File: src/rtl/ctl_front_pkg.sv
// Package: shared widths and field layout of the instruction word.
// Assumes a word made of flag | opcode | address, most significant first.
package ctl_front_pkg;
    localparam int unsigned WORD_W_DEF = 16;
    localparam int unsigned OP_W_DEF   = 3;
    localparam int unsigned SEQ_W_DEF  = 4;

    // Address width implied by the flag + opcode + address split.
    function automatic int unsigned addr_width(input int unsigned word_w, input int unsigned op_w);
        return word_w - op_w - 1;
    endfunction
endpackage

File: src/rtl/instr_latch.sv
// Module: instruction register with a separate indirect flag.
// Captures the word on a load-enabled edge and exposes its opcode and
// address parts. Assumes WORD_W = 1 + OP_W + ADDR_W.
module instr_latch #(
    parameter int unsigned WORD_W = 16,
    parameter int unsigned OP_W   = 3,
    parameter int unsigned ADDR_W = WORD_W - OP_W - 1
) (
    input  logic              clk,
    input  logic              rst_n,
    input  logic              load,
    input  logic [WORD_W-1:0] word,
    output logic [OP_W-1:0]   opcode,
    output logic [ADDR_W-1:0] addr,
    output logic              ind
);
    localparam int unsigned OP_LO = ADDR_W;
    localparam int unsigned OP_HI = ADDR_W + OP_W - 1;

    logic [OP_HI:0] ir_q;
    logic           ind_q;

    // Load the opcode and address part when enabled; clear on reset.
    always_ff @(posedge clk) begin
        if (!rst_n) begin
            ir_q <= '0;
        end else if (load) begin
            ir_q <= word[OP_HI:0];
        end
    end

    // The indirect flag is its own flip-flop, loaded with the top bit.
    always_ff @(posedge clk) begin
        if (!rst_n) begin
            ind_q <= 1'b0;
        end else if (load) begin
            ind_q <= word[WORD_W-1];
        end
    end

    assign opcode = ir_q[OP_HI:OP_LO];
    assign addr   = ir_q[ADDR_W-1:0];
    assign ind    = ind_q;
endmodule

File: src/rtl/step_counter.sv
// Module: binary step counter for instruction timing.
// Counts 0..2**SEQ_W-1 and wraps. A clear wins over an increment.
module step_counter #(
    parameter int unsigned SEQ_W = 4
) (
    input  logic             clk,
    input  logic             rst_n,
    input  logic             clr,
    input  logic             inc,
    output logic [SEQ_W-1:0] count
);
    logic [SEQ_W-1:0] cnt_q;

    // Clear has priority; the increment wraps naturally at the top.
    always_ff @(posedge clk) begin
        if (!rst_n || clr) begin
            cnt_q <= '0;
        end else if (inc) begin
            cnt_q <= cnt_q + SEQ_W'(1);
        end
    end

    assign count = cnt_q;
endmodule

File: src/rtl/onehot_dec.sv
// Module: generic binary-to-one-hot decoder.
// Purely combinational. Output bit i is high when sel equals i.
module onehot_dec #(
    parameter int unsigned SEL_W = 3,
    parameter int unsigned OUT_N = 1 << SEL_W
) (
    input  logic [SEL_W-1:0] sel,
    output logic [OUT_N-1:0] lines
);
    // One comparator per output line.
    for (genvar i = 0; i < OUT_N; i++) begin : g_line
        assign lines[i] = (sel == SEL_W'(i));
    end
endmodule

File: src/rtl/instr_ctl_front.sv
// Module: decode and timing front end of the hardwired control unit.
// Holds the instruction, decodes its opcode into one-hot operation
// lines and decodes the step counter into one-hot phase strobes.
// Assumes the control logic above it drives clear and increment.
module instr_ctl_front #(
    parameter int unsigned WORD_W = ctl_front_pkg::WORD_W_DEF,
    parameter int unsigned OP_W   = ctl_front_pkg::OP_W_DEF,
    parameter int unsigned SEQ_W  = ctl_front_pkg::SEQ_W_DEF,
    parameter int unsigned ADDR_W = ctl_front_pkg::addr_width(WORD_W, OP_W),
    parameter int unsigned OP_N   = 1 << OP_W,
    parameter int unsigned PH_N   = 1 << SEQ_W
) (
    input  logic              clk,
    input  logic              rst_n,
    input  logic              ir_load,
    input  logic [WORD_W-1:0] ir_word,
    input  logic              seq_clr,
    input  logic              seq_inc,
    output logic [OP_N-1:0]   op_line,
    output logic [PH_N-1:0]   phase,
    output logic              ind_bit,
    output logic [ADDR_W-1:0] addr_field
);
    logic [OP_W-1:0]  opcode;
    logic [SEQ_W-1:0] step;

    instr_latch #(.WORD_W(WORD_W), .OP_W(OP_W), .ADDR_W(ADDR_W)) u_ir (
        .clk(clk), .rst_n(rst_n), .load(ir_load), .word(ir_word),
        .opcode(opcode), .addr(addr_field), .ind(ind_bit)
    );

    step_counter #(.SEQ_W(SEQ_W)) u_sc (
        .clk(clk), .rst_n(rst_n), .clr(seq_clr), .inc(seq_inc), .count(step)
    );

    onehot_dec #(.SEL_W(OP_W), .OUT_N(OP_N)) u_op_dec (
        .sel(opcode), .lines(op_line)
    );

    onehot_dec #(.SEL_W(SEQ_W), .OUT_N(PH_N)) u_ph_dec (
        .sel(step), .lines(phase)
    );
endmodule

File: config.mk
export PLATFORM = sky130hd
export DESIGN_NAME = instr_ctl_front
export DESIGN_NICKNAME = d
export VERILOG_FILES = /design/src/rtl/ctl_front_pkg.sv /design/src/rtl/instr_latch.sv /design/src/rtl/step_counter.sv /design/src/rtl/onehot_dec.sv /design/src/rtl/instr_ctl_front.sv
export SDC_FILE = /design/constraint.sdc
export NUM_CORES = 1
export LEC_CHECK = 0
export BUFFER_PORTS_ARGS = -buffer_cell sky130_fd_sc_hd__buf_2
export CAP_MARGIN = 15
export CORE_MARGIN = 5
export CORE_UTILIZATION = 41
export CTS_BUF_LIST = sky130_fd_sc_hd__clkbuf_2 sky130_fd_sc_hd__clkbuf_4 sky130_fd_sc_hd__clkbuf_8
export CTS_CLUSTER_DIAMETER = 200
export CTS_CLUSTER_SIZE = 20
export DETAILED_ROUTE_END_ITERATION = 8
export PLACE_DENSITY = 0.77
export REMOVE_ABC_BUFFERS = 1
export SYNTH_ARGS = -nofsm -noshare
export SYNTH_HDL_FRONTEND = slang
export SYNTH_HIERARCHICAL = 1
export SYNTH_SLANG_ARGS = --single-unit
export TNS_END_PERCENT = 5
File: constraint.sdc
create_clock -name clk -period 0.89 [get_ports clk]
set_input_delay 0.089 -clock clk [delete_from_list [all_inputs] [get_ports clk]]
set_output_delay 0.089 -clock clk [all_outputs]
set_load 0.01 [all_outputs]
==> impl_metrics.csv <==
group,metric,value,unit
synthesis,yosys.area.top_type,"dfxtp_1",
global_routing,grt_pass1_wl,4300,um
critical_path,worst_r2r_endpoint,"u_sc/count[3]$_SDFFE_PP0P_",
flow_run,drv_cap,0,
timing,whs,55.4,ps
place,portBuffers,57,
synthesis,synthFlopType,"dfxtp_1",
synthesis,synth_top_area_frac,0.368,
timing,worst_pin_slew,200,ps
hold_path,hp-class,"input port to register",
critical_path,worstPathMaxFanout,6,
critical_path,critical_path_class,"register to primary output",
timing,rsz0062_at_grt,"yes",
cts,cts_num_sinks,20,
place,preCtsSetupSlack,-237,ps
place,place_hpwl,1950,um
routing,vias,987,
critical_path,start_kind,"register",
floorplanning,die_y,61.5,um
cts,clk_pin_slew_worst_paths,100,ps
floorplanning,die_w,61.5,um
global_routing,grt_max_degree,18,
cts,clk_latency,290,ps
global_routing,overflow,0,
floorplanning,row_count,18,
timing,hold_viol_final,0,
timing,slew_headroom,0.863,
cells_and_area,syn_to_final_growth,57.0,%
timing,final-setup-viol-count,27,
timing,fin_skew,3.25,ps
critical_path,reg2reg_slack,-150,ps
synthesis,syn_area_per_cell,11.3,um2
critical_path,slowest_stage,"dfxtp_4",
place,dpl.cell_count,186,
critical_path,timing.critical_path.buf_inv,2,
routing,drt_iter0_drc,42,
synthesis,synth_area,0.00109,mm2
timing,setup_slack,-410,ps
floorplanning,dieArea,0.00379,mm2
timing,clock.fmax,769,MHz
cells_and_area,stdcell_area,0.00171,mm2
synthesis,synthDistinctLibCells,25,
power,p_leak,0.840,nW
timing,drv_slew,0,
cells_and_area,antenna_cells,0,
routing,drt_first_pass_iters,4,
critical_path,required,800,ps
timing,min_period_over_period,1.46,
cts,clockRootBuffer,"clkbuf_4",
routing,post_drt_wl_per_cell,14.7,um
cts,cts_tree,"built",
global_routing,track_usage,0.151,
synthesis,ys_seq_area_frac,0.368,
critical_path,cp-startpoint,"u_sc/count[3]$_SDFFE_PP0P_",
cells_and_area,final_nets,188,
critical_path,crit_arrival,1210,ps
critical_path,reg2reg_depth,3,
power,power.density,1000,mW/mm2
routing,ant_nets,0,
cts,htree_num_levels,1,
routing,via_per_inst,5.09,
critical_path,cp_num_cells,3,
synthesis,synthArstFlopShare,0,
floorplanning,coreArea,0.00250,mm2
synthesis,synthTopCellsByCount,"dfxtp_1 (20), mux2i_1 (18), nor2b_1 (16), and4bb_2 (6)",
cells_and_area,drive_gt1_frac,0.677,
place,routabilityCongestion,0.740,
power,peakVddDrop,726,uV
critical_path,max_stage_delay,390,ps
cts,clockBufferDepth,2,
synthesis,synth.most_common_cell,"dfxtp_1",
critical_path,r2r_start,"u_sc/count[3]$_SDFFE_PP0P_",
cts,cts_buffers,3,
floorplanning,initial_core_util,0.435,
synthesis,synth_edf_count,0,
floorplanning,pin_count,58,
cells_and_area,finalNonFillerCells,194,
routing,wl,2860,um
routing,drc,0,
outcome,violations,"negative setup slack",
critical_path,worstSetupEndpointType,"primary output",
critical_path,crit_chain,"buf_4, nor4b_4, buf_2",
outcome,status,"finished, violations left",
synthesis,synth_warnings,6,
synthesis,synth.area.top_cells,"dfxtp_1 (37%), mux2i_1 (17%), nor2b_1 (9.2%)",
critical_path,crit_family,"flip-flops",
timing,period_needed,1300,ps
critical_path,cp-endpoint,"phase[1]",
cts,ctsHoldBuffers,0,
global_routing,antenna_found_initial,0,
synthesis,syn_inst,96,
timing,tns,-8350,ps
global_routing,grt_pass1_vias,971,
synthesis,ys_seq_elements,20,
place,dpl_cell_area,0.00145,mm2
state kept, by name, indices dropped and copies added, names as in the netlist:
register / cells
u_sc/count: 4
u_ir/ind: 1
u_ir/ir_q: 15
power breakdown:
group	switching (W)	total, W	internal, W
Sequential	0.0000440	0.000979	0.000935
Clock	0.000244	0.000401	0.000157
Combinational	0.000150	0.000335	0.000186
Total	0.000437	0.00171	0.00128
worst min path at each step:
stage	slack, ps	endpoint	from	cells past startpoint
3_3_place_gp	350	u_ir/ir_q[12]$_SDFFE_PN0P_	ir_word[12]	3
6_report	60	u_ir/ir_q[12]$_SDFFE_PN0P_	ir_word[12]	3
4_1_cts	50	u_ir/ir_q[3]$_SDFFE_PN0P_	ir_word[3]	3
3_5_place_dp	360	u_ir/ir_q[3]$_SDFFE_PN0P_	ir_word[3]	3
2_1_floorplan	220	u_ir/ind$_SDFFE_PN0P_	rst_n	1
5_1_grt	50	u_ir/ir_q[8]$_SDFFE_PN0P_	ir_word[8]	3
cell type report:
cell class | instances | area (um2)
Tap cell | 30 | 37.5
Clock buffer | 3 | 22.5
Timing Repair Buffer | 72 | 547
Fill cell | 197 | 791
Sequential cell | 20 | 434
Multi-Input combinational cell | 69 | 668
worst reg2reg max path, cell delays in order (launching register included):
cell and delay [ps]:
dfxtp_4 390, buf_6 130, or3b_1 340, mux2i_1 120
per-layer routing:
layer	share of wire	vias to the layer above	track usage	wire length, um
li1	-	488	-	-
met1	0.41	454	0.181	1160
met2	0.47	43	0.262	1350
met3	0.12	2	0.0440	333
met4	0.0028	0	0.0455	8
met5	0	-	0	0
cell families (layout without fill, tap and decap cells):
logic type / after synthesis / after routing / synth area share
xor+xnor: 1 / 1 / 0.00805
simple gates: 47 / 47 / 0.374
fa+ha+maj: 1 / 1 / 0.0115
compound gates: 2 / 2 / 0.0138
buf+inv: 7 / 75 / 0.0598
flops: 20 / 20 / 0.368
mux: 18 / 18 / 0.166
cells in the final DEF, fill, tap and decap left out, types with 3 or more instances in the layout:
cell type,instances
and4b_1,4
mux2i_1,18
buf_2,47
buf_6,15
dfxtp_1,5
and4bb_2,6
clkbuf_4,3
nor2b_1,16
and3b_2,3
buf_4,5
nor3b_2,3
dfxtp_2,9
dfxtp_4,6
buf_12,4
through the flow:
step           utilization  power, W
2_1_floorplan            -   0.00114
3_3_place_gp         0.579   0.00130
3_5_place_dp         0.579   0.00132
4_1_cts              0.650   0.00172
5_1_grt              0.684   0.00181
6_report             0.684   0.00171
repair_timing:
| action | 4_1_cts | 5_1_grt |
|---|---|---|
| pin swaps | 9 | 2 |
| buffers inserted | 3 | 1 |
| gates cloned | 0 | 1 |
| setup endpoints to repair | 28 | 35 |
| resized for setup | 29 | 15 |
Note: power is estimated with default switching activity, not from simulation.
